==> src/rtl/rxdma_pkg.sv <==
`timescale 1ns/1ps
package rxdma_pkg;

  // Operation codes in command word bits 31:28
  localparam logic [3:0] OpInLast = 4'd3;
  localparam logic [3:0] OpNop    = 4'd6;
  localparam logic [3:0] OpStop   = 4'd7;

  // Select field encodings (interrupt / branch)
  localparam logic [1:0] SelNever  = 2'b00;
  localparam logic [1:0] SelAlways = 2'b11;

  // Field positions in command word
  localparam int OpLsb  = 28;
  localparam int IntLsb = 20;
  localparam int BrLsb  = 18;
  localparam int CntW   = 16;

  // Completion status bits
  localparam logic [15:0] StActive  = 16'h8000;
  localparam logic [15:0] StOverrun = 16'h0100;

  // Descriptor word indexes
  localparam logic [1:0] WordCmd = 2'd0;
  localparam logic [1:0] WordBuf = 2'd1;
  localparam logic [1:0] WordBr  = 2'd2;

  typedef enum logic [2:0] {
    S_IDLE, S_RD0, S_RD1, S_RD2, S_CAP, S_DEC, S_RECV, S_WB
  } rxState_t;

  // Strobes from control to datapath
  typedef struct packed {
    logic       chanClear;
    logic       loadBase;
    logic       issueRd;
    logic [1:0] rdIdx;
    logic       capValid;
    logic [1:0] capIdx;
    logic       clearFrame;
    logic       storeByte;
    logic       dropByte;
    logic       writeBack;
    logic       advance;
  } dpCtrl_t;

endpackage

==> src/rtl/rxdma_datapath.sv <==
`timescale 1ns/1ps
module rxdma_datapath
  import rxdma_pkg::*;
#(
  parameter int AddrW     = 32,
  parameter int DescBytes = 16
) (
  input  logic             clk,
  input  logic             rstN,
  input  dpCtrl_t          ctl,
  input  logic [AddrW-1:0] listBase,
  input  logic [7:0]       rxByte,
  input  logic [31:0]      memRdData,
  output logic [AddrW-1:0] memAddr,
  output logic [31:0]      memWrData,
  output logic [3:0]       memWrEn,
  output logic             memRdEn,
  output logic [3:0]       opCode,
  output logic             intAlways,
  output logic             bufFull
);

  localparam int Lanes    = 4;
  localparam int WbOffset = DescBytes - Lanes;

  logic [AddrW-1:0] descPtr;
  logic [AddrW-1:0] bufAddr;
  logic [AddrW-1:0] brTarget;
  logic [3:0]       opReg;
  logic [1:0]       intSel;
  logic [1:0]       brSel;
  logic [CntW-1:0]  reqCount;
  logic [CntW-1:0]  byteCnt;
  logic             overrun;

  logic [AddrW-1:0] nextPtr;
  logic [AddrW-1:0] dataAddr;
  logic [31:0]      wbWord;
  logic [15:0]      statusVal;

  assign nextPtr   = (brSel == SelAlways) ? brTarget : descPtr + AddrW'(DescBytes);
  assign dataAddr  = bufAddr + AddrW'(byteCnt);
  assign statusVal = StActive | (overrun ? StOverrun : 16'h0000);
  assign wbWord    = {statusVal, reqCount - byteCnt};

  always_ff @(posedge clk or negedge rstN) begin
    if (!rstN) begin
      descPtr  <= '0;
      bufAddr  <= '0;
      brTarget <= '0;
      opReg    <= '0;
      intSel   <= '0;
      brSel    <= '0;
      reqCount <= '0;
      byteCnt  <= '0;
      overrun  <= 1'b0;
    end else if (ctl.chanClear) begin
      descPtr  <= '0;
      opReg    <= '0;
      intSel   <= '0;
      brSel    <= '0;
      reqCount <= '0;
      byteCnt  <= '0;
      overrun  <= 1'b0;
    end else begin
      if (ctl.loadBase) descPtr <= listBase;
      if (ctl.advance)  descPtr <= nextPtr;
      if (ctl.capValid) begin
        case (ctl.capIdx)
          WordCmd: begin
            opReg    <= memRdData[OpLsb +: 4];
            intSel   <= memRdData[IntLsb +: 2];
            brSel    <= memRdData[BrLsb +: 2];
            reqCount <= memRdData[CntW-1:0];
          end
          WordBuf: bufAddr  <= memRdData[AddrW-1:0];
          WordBr:  brTarget <= memRdData[AddrW-1:0];
          default: ;
        endcase
      end
      if (ctl.clearFrame) begin
        byteCnt <= '0;
        overrun <= 1'b0;
      end
      if (ctl.storeByte) byteCnt <= byteCnt + 1'b1;
      if (ctl.dropByte)  overrun <= 1'b1;
    end
  end

  always_comb begin
    if (ctl.issueRd)        memAddr = descPtr + AddrW'({ctl.rdIdx, 2'b00});
    else if (ctl.writeBack) memAddr = descPtr + AddrW'(WbOffset);
    else                    memAddr = dataAddr;
  end

  for (genvar l = 0; l < Lanes; l++) begin : g_lane
    assign memWrData[8*l +: 8] = ctl.writeBack ? wbWord[8*l +: 8] : rxByte;
    assign memWrEn[l] = ctl.writeBack | (ctl.storeByte & (dataAddr[1:0] == 2'(l)));
  end

  assign memRdEn   = ctl.issueRd;
  assign opCode    = opReg;
  assign intAlways = (intSel == SelAlways);
  assign bufFull   = (byteCnt == reqCount);

endmodule

==> src/rtl/rxdma_control.sv <==
`timescale 1ns/1ps
module rxdma_control
  import rxdma_pkg::*;
(
  input  logic       clk,
  input  logic       rstN,
  input  logic       cmdStart,
  input  logic       cmdStop,
  input  logic       cmdContinue,
  input  logic       cmdReset,
  input  logic       rxValid,
  input  logic       rxLast,
  input  logic [3:0] opCode,
  input  logic       intAlways,
  input  logic       bufFull,
  output logic       rxReady,
  output logic       irq,
  output dpCtrl_t    ctl
);

  rxState_t state, nxt;
  logic     stopReq;
  logic     begun;

  always_comb begin
    ctl     = '0;
    rxReady = 1'b0;
    nxt     = state;
    case (state)
      S_IDLE: begin
        if (cmdStart) begin
          ctl.loadBase = 1'b1;
          nxt          = S_RD0;
        end else if (cmdContinue) begin
          nxt = S_RD0;
        end
      end
      S_RD0: begin
        ctl.issueRd = 1'b1;
        ctl.rdIdx   = WordCmd;
        nxt         = S_RD1;
      end
      S_RD1: begin
        ctl.issueRd  = 1'b1;
        ctl.rdIdx    = WordBuf;
        ctl.capValid = 1'b1;
        ctl.capIdx   = WordCmd;
        nxt          = S_RD2;
      end
      S_RD2: begin
        ctl.issueRd  = 1'b1;
        ctl.rdIdx    = WordBr;
        ctl.capValid = 1'b1;
        ctl.capIdx   = WordBuf;
        nxt          = S_CAP;
      end
      S_CAP: begin
        ctl.capValid = 1'b1;
        ctl.capIdx   = WordBr;
        nxt          = S_DEC;
      end
      S_DEC: begin
        if (opCode == OpInLast) begin
          ctl.clearFrame = 1'b1;
          nxt            = stopReq ? S_IDLE : S_RECV;
        end else if (opCode == OpNop) begin
          ctl.advance = 1'b1;
          nxt         = stopReq ? S_IDLE : S_RD0;
        end else begin
          nxt = S_IDLE;
        end
      end
      S_RECV: begin
        if (stopReq && !begun) begin
          nxt = S_IDLE;
        end else begin
          rxReady = 1'b1;
          if (rxValid) begin
            if (bufFull) ctl.dropByte  = 1'b1;
            else         ctl.storeByte = 1'b1;
            if (rxLast)  nxt = S_WB;
          end
        end
      end
      S_WB: begin
        ctl.writeBack = 1'b1;
        ctl.advance   = 1'b1;
        nxt           = stopReq ? S_IDLE : S_RD0;
      end
      default: nxt = S_IDLE;
    endcase
    if (cmdReset) begin
      ctl           = '0;
      ctl.chanClear = 1'b1;
      rxReady       = 1'b0;
      nxt           = S_IDLE;
    end
  end

  always_ff @(posedge clk or negedge rstN) begin
    if (!rstN) begin
      state   <= S_IDLE;
      irq     <= 1'b0;
      stopReq <= 1'b0;
      begun   <= 1'b0;
    end else begin
      state <= nxt;
      irq   <= (state == S_WB) && intAlways && !cmdReset;
      if (cmdReset || nxt == S_IDLE) stopReq <= 1'b0;
      else if (cmdStop)              stopReq <= 1'b1;
      if (cmdReset || state == S_DEC) begun <= 1'b0;
      else if (rxReady && rxValid)    begun <= 1'b1;
    end
  end

endmodule

==> src/rtl/rxdma_ring.sv <==
`timescale 1ns/1ps
module rxdma_ring
  import rxdma_pkg::*;
#(
  parameter int AddrW     = 32,
  parameter int DescBytes = 16
) (
  input  logic             clk,
  input  logic             rstN,
  input  logic [AddrW-1:0] listBase,
  input  logic             cmdStart,
  input  logic             cmdStop,
  input  logic             cmdContinue,
  input  logic             cmdReset,
  input  logic             rxValid,
  input  logic [7:0]       rxByte,
  input  logic             rxLast,
  output logic             rxReady,
  output logic             memRdEn,
  output logic [3:0]       memWrEn,
  output logic [AddrW-1:0] memAddr,
  output logic [31:0]      memWrData,
  input  logic [31:0]      memRdData,
  output logic             irq
);

  dpCtrl_t    ctl;
  logic [3:0] opCode;
  logic       intAlways;
  logic       bufFull;

  rxdma_control u_ctrl (
    .clk        (clk),
    .rstN       (rstN),
    .cmdStart   (cmdStart),
    .cmdStop    (cmdStop),
    .cmdContinue(cmdContinue),
    .cmdReset   (cmdReset),
    .rxValid    (rxValid),
    .rxLast     (rxLast),
    .opCode     (opCode),
    .intAlways  (intAlways),
    .bufFull    (bufFull),
    .rxReady    (rxReady),
    .irq        (irq),
    .ctl        (ctl)
  );

  rxdma_datapath #(
    .AddrW    (AddrW),
    .DescBytes(DescBytes)
  ) u_dp (
    .clk      (clk),
    .rstN     (rstN),
    .ctl      (ctl),
    .listBase (listBase),
    .rxByte   (rxByte),
    .memRdData(memRdData),
    .memAddr  (memAddr),
    .memWrData(memWrData),
    .memWrEn  (memWrEn),
    .memRdEn  (memRdEn),
    .opCode   (opCode),
    .intAlways(intAlways),
    .bufFull  (bufFull)
  );

endmodule

==> config.mk <==
export PLATFORM = sky130hd
export DESIGN_NAME = rxdma_ring
export DESIGN_NICKNAME = d
export VERILOG_FILES = /design/src/rtl/rxdma_pkg.sv /design/src/rtl/rxdma_datapath.sv /design/src/rtl/rxdma_control.sv /design/src/rtl/rxdma_ring.sv
export SDC_FILE = /design/constraint.sdc
export NUM_CORES = 1
export LEC_CHECK = 0
export BUFFER_PORTS_ARGS = -buffer_cell sky130_fd_sc_hd__buf_2
export CORE_AREA = 2 2 101 176
export DETAILED_ROUTE_END_ITERATION = 6
export DIE_AREA = 0 0 103 178
export PLACE_DENSITY = 0.83
export SKIP_CTS_REPAIR_TIMING = 1
export SLEW_MARGIN = 30
export SYNTH_ARGS = -nofsm -noshare
export SYNTH_HDL_FRONTEND = slang
export SYNTH_HIERARCHICAL = 1
export SYNTH_SLANG_ARGS = --single-unit
==> constraint.sdc <==
create_clock -name clk -period 10.6 [get_ports clk]
set_input_delay 3.18 -clock clk [delete_from_list [all_inputs] [get_ports clk]]
set_output_delay 3.18 -clock clk [all_outputs]
set_load 0.1 [all_outputs]
Word level (Yosys, flattened, before mapping). Index checks and enable logic that the tools add are counted.

Memory bits (read-only): 0. Memories kept: 0. Bits in registers: 143. Output and inout port bits: 71. Bits in writable memories: 0. Latch bits: 0. Input port bits: 80. Logic and storage cells: 130.

$add $sub $neg: 6. Shifts and indexed selects: 0. Reductions and logical operators: 22. Multiply operators: 0. Divide/modulo/power cells: 0. Magnitude comparators: 0. Bitwise gates (word level): 9. Multiplexer cells: 63. Eq/ne operators: 17.

Operators by type and width (number): $mux W32 (6); $mux W16 (6); $add A32 B16 Y32 (1); $add A32 B4 Y32 (1); $add A32 B4 Y32 const B (1); $add A32 B5 Y32 const B (1); $mux W8 (4); $mux W3 (9); $pmux W3 S8 (1); $mux W1 (20); $mux W2 (9); $pmux W3 S3 (2); $add A16 B1 Y16 const B (1); $eq A16 B16 Y1 (1); $sub A16 B16 Y16 (1); $mux W13 (1); $eq A3 B3 Y1 const B (4); $mux W4 (3); $eq A2 B2 Y1 const B (5); $mux W9 (1); $reduce_bool A3 Y1 (3); $reduce_bool A2 Y1 (4); $eq A3 B2 Y1 const B (2); $logic_not A3 Y1 (2); 14 further kinds (28).

Depth between registers and ports, before layout.
Word-level depth: 10. Depth in mapped cells: 13. Depth with buffers taken out: 12.

Hierarchy. The synthesis kept the hierarchy.

Modules (own cells, without submodules): rxdma_datapath (times used 1, area each 10203.5 sq um, seq. area each 3428.3 sq um, cells an instance 1171); rxdma_control (times used 1, area each 484.2 sq um, seq. area each 150.1 sq um, cells an instance 61).

Least setup slack after synthesis. Ideal clock, no wire load.

Path type: input to output. Start point: input port cmdReset. End point: output port memWrEn[2]. Data required time: 7.420 ns. Data arrival time: 7.618 ns. Slack: -0.198 ns. Path buffers: 0. Cell stages on the path: 5. Cells stage by stage: nor4_2 -> nand2_1 -> nor2_1 -> nand2b_1 -> o21ai_0.

RTL lines: start: declaration (RTL line rxdma_ring.sv:14) `input logic cmdReset,`; end: declaration (RTL line rxdma_ring.sv:20) `output logic [3:0] memWrEn,`.

Worst setup path after layout.
Start point: input port cmdReset. End point: output port memAddr[26].

Cells in the longest elaborated chain, start to end: 3. Elaborated cells between the ends (all ways): 4.

Ends and longest elaborated chain: $mux W13 (*) (RTL line rxdma_control.sv:92) `if (cmdReset) begin`; $add A32 B4 Y32 or $mux W32 (tied branches) (RTL line rxdma_datapath.sv:91, rxdma_datapath.sv:92); $mux W32 (*) (RTL line rxdma_datapath.sv:91) `if (ctl.issueRd) memAddr = descPtr + AddrW'({ctl.rdIdx, 2'b00});`; end: declaration (RTL line rxdma_ring.sv:21) `output logic [AddrW-1:0] memAddr,`.

Mark *: on every way between the ends. The rest lies on a longest branch, timed or not.

==> key figures <==
Detailed routing
  – Total Routed Length: 38100 µm
  – Via count: around 10000
  – Residual DRC: 0
  – DR iter-0 viols: around 780
  – DR WL/cell: about 24 µm
  – Post-route ant nets: 0
  – Vias per Instance: around 6.7
  – TritonRoute pass-1 iters: 6

Logic synthesis
  – Seq cells post-synth: 143
  – YS warnings: 6
  – Prevailing post-synth register cell: dfrtp_1
  – Post-Syn Area: approximately 11000 µm²
  – Number of flops mapped to enable cells by yosys: 0
  – Async set-reset flop share out of synthesis: 100%
  – Synthesized netlist cell count: approximately 1200
  – Syn Nets: 1351
  – Syn Area/Cell: 8.68 µm²
  – Sequential-to-total area share from yosys stat: approximately a third
  – Yosys cell types: between 80 and 90

GRT
  – Antenna violations before repair: 1
  – First-pass GRT wire length: approximately 58000 µm
  – Congestion Overflow GR: 0
  – Total track usage: between 40% and 50%
  – Vias in the first global route: 10400
  – Largest net degree at the start of global routing: 91

Clock tree
  – CTS Sinks: roughly 140
  – CTS buffer count: 17
  – CTS tree: done
  – CTS clk-pin slew, worst paths: approximately 0.05 ns
  – H-tree Lvls: 4
  – Skew-Pair Late Insertion Delay: about 0.45 ns
  – CTS max path bufs: 2
  – Root Driver: clkbuf_16

Worst setup path
  – R2R depth: 10
  – Startpoint Class: input pin
  – Reg2reg setup slack: between 7 and 8 ns
  – CP startpoint: cmdReset
  – Crit. End Element: output port
  – CP required: 7.42 ns
  – Worst reg2reg path endpoint: u_dp/byteCnt[5]
  – CP arrival: approximately 6.6 ns
  – CP max FO: 7
  – Worst r2r src: u_dp/byteCnt[3]
  – Critical path type: input pin to output port
  – End of the critical path: memAddr[26]

Floorplan
  – Die Area: 18300 µm²
  – IO Count: roughly 150
  – Core area: around 17000 µm²
  – Die width: 103 µm
  – Num rows: 63
  – Initial Utilization: a little under two thirds
  – Die Ht: approximately 180 µm

Cells and area
  – Layout Nets: 1450
  – Fraction of layout cells with a size suffix above 1: 22.0%
  – Layout area overhead: 13.5%
  – Layout fillers: 1411
  – Final Util: a little under three quarters
  – Fin area: 12100 µm²
  – Layout Cells excl Fill: between 1500 and 2000

STA
  – # setup viols final: 0
  – Final Cycle Share: around 93%
  – Worst slew pin tran: around 1.0 ns
  – Hold Vio Cnt, Final: 0
  – Final Skew: ~0.013 ns
  – Max transition margin: about a third
  – Max Slew Vio Count: 0
  – Period minus WS final: 9.82 ns
  – Fin Setup TNS: 0 ns
  – Max frequency: 102 MHz
  – RSZ-0062 raised after global routing: no

Placement
  – IO buf count: 150
  – Placed Cells: around 1500
  – Placed cell area: about 11000 µm²
  – Placer's final routability congestion estimate: just under 1
  – Final HPWL DP: roughly 27000 µm

Power and ir drop
  – Leakage power: 5.42 nW
  – P per Cell Area: between 100 and 150 nW/µm²
  – Worst VDD drop: between 0.00015 and 0.0002 V

Status
  – Outcome: finished, final reports clean

Min path
  – Hold Path Class: flip-flop to flip-flop

Job
  – Max Cap Viol: 0
-- how the worst min path moves through the flow --
stage | end | start | depth (start not counted) | slack, ns
final | u_dp/descPtr[1] | u_dp/descPtr[1] | 2 | 0.50
after global routing | u_dp/bufAddr[0] | u_dp/bufAddr[0] | 1 | 0.53
after CTS | u_dp/descPtr[1] | u_dp/descPtr[1] | 2 | 0.50
after detailed placement | u_dp/descPtr[1] | u_dp/descPtr[1] | 2 | 0.48
after global placement | u_dp/descPtr[1] | u_dp/descPtr[1] | 2 | 0.47
after floorplan | u_dp/descPtr[0] | u_dp/descPtr[0] | 2 | 0.45
-- placed cells by master (no fill, tap or decap), drive strengths merged, types with 7 or more instances in the layout --
| cell type | count |
|---|---|
| buf | 166 |
| dfrtp | 143 |
| nand2 | 131 |
| o21ai | 93 |
| a21oi | 83 |
| nor2 | 80 |
| mux2 | 63 |
| a211oi | 39 |
| nor2b | 38 |
| inv | 38 |
| ha | 36 |
| xnor2 | 35 |
| nor3 | 34 |
| xor2 | 32 |
| nand3 | 28 |
| a22o | 26 |
| and3 | 22 |
| a21o | 20 |
| clkbuf | 20 |
| a311oi | 19 |
| nand2b | 16 |
| nand4 | 16 |
| a31oi | 14 |
| mux2i | 14 |
| o22ai | 10 |
| and4 | 9 |
| or3 | 9 |
| and2 | 7 |
| o211ai | 7 |
| o21bai | 7 |
| nor4 | 7 |
-- cell usage after synthesis (all sizes together) (7+ instances only) --
cell type / instances / area share (%)
dfrtp: 143 / 33
nand2: 131 / 4.7
o21ai: 93 / 4.4
a21oi: 83 / 3.9
nor2: 80 / 2.9
mux2: 63 / 6.6
clkbuf: 46 / 1.7
buf: 40 / 2.4
a211oi: 39 / 2.7
nor2b: 38 / 2.2
ha: 36 / 4.2
inv: 35 / 1.2
xnor2: 35 / 2.9
nor3: 34 / 1.7
xor2: 32 / 2.6
nand3: 28 / 1.6
a22o: 26 / 2.1
and3: 22 / 1.3
a21o: 20 / 1.4
a311oi: 19 / 1.6
nand2b: 16 / 0.94
nand4: 16 / 1.0
a31oi: 14 / 0.82
mux2i: 14 / 1.3
o22ai: 10 / 0.59
and4: 9 / 0.74
or3: 9 / 0.62
and2: 7 / 0.41
nor4: 7 / 0.53
o211ai: 7 / 0.49
o21bai: 7 / 0.49
-- worst max-delay path: stages --
cell and delay [ns]:
buf_2 0.12, nor3_1 0.72, inv_1 0.15, fa_1 0.60, nor2b_1 0.22, nor3b_1 0.46
mux2i_1 0.15, o311ai_1 0.38, and3_1 0.22, buf_2 0.42
-- flip-flops by register name (all words and copies together) (netlist names), 2 cells and up --
signal         cells
u_dp/opCode        4
u_dp/byteCnt      16
u_dp/brSel         2
u_ctrl/state       3
u_dp/brTarget     32
u_dp/descPtr      32
u_dp/intSel        2
u_dp/bufAddr      32
u_dp/reqCount     16
-- layout make-up --
class                   instances  area (µm²)  share of cell area (%)
clock buffers                  20         447                    3.68
flip-flops and latches        143        3580                    29.5
inverters                      37         139                    1.14
diodes                          1        2.50                  0.0206
repair buffers                166         877                    7.23
well taps                     227         284                    2.34
multi-input cells             966        6600                    54.4
clock inverters                12         204                    1.68
-- cell families (layout without fill, tap and decap cells) --
kind of cell             after synthesis  count (layout)  synth area share (%)
AO/OA/AOI/OAI                        364             364                  22.6
XOR/XNOR                              67              67                  5.49
adder cells (fa/ha/maj)               39              39                  4.78
buffers and inverters                123             235                  5.31
flip-flops                           143             143                  33.5
multiplexers                          77              77                  7.95
other                                  0               1                     0
AND/OR/NAND/NOR                      419             419                  20.4
-- metal layers --
layer | global-route usage, % | wire length (µm)
met4 | 36.2 | 3940
met1 | 44.8 | 12600
met5 | 0 | 0
met3 | 12.0 | 3240
met2 | 69.9 | 18300
-- stage by stage --
stage	setup WS (ns)	total power [mW]	hold slack, ns
6_report	0.782	1.75	0.502
5_1_grt	0.501	1.81	0.530
4_1_cts	0.830	1.74	0.501
3_5_place_dp	0.836	1.08	0.484
3_3_place_gp	0.999	1.07	0.470
2_1_floorplan	-0.198	0.965	0.450
-- where the power goes --
part | total (mW) | internal (mW) | switching, mW
Sequential | 0.624 | 0.577 | 0.0468
Combinational | 0.455 | 0.121 | 0.334
Clock | 0.673 | 0.425 | 0.248
Power figures use the tool's default switching activity.
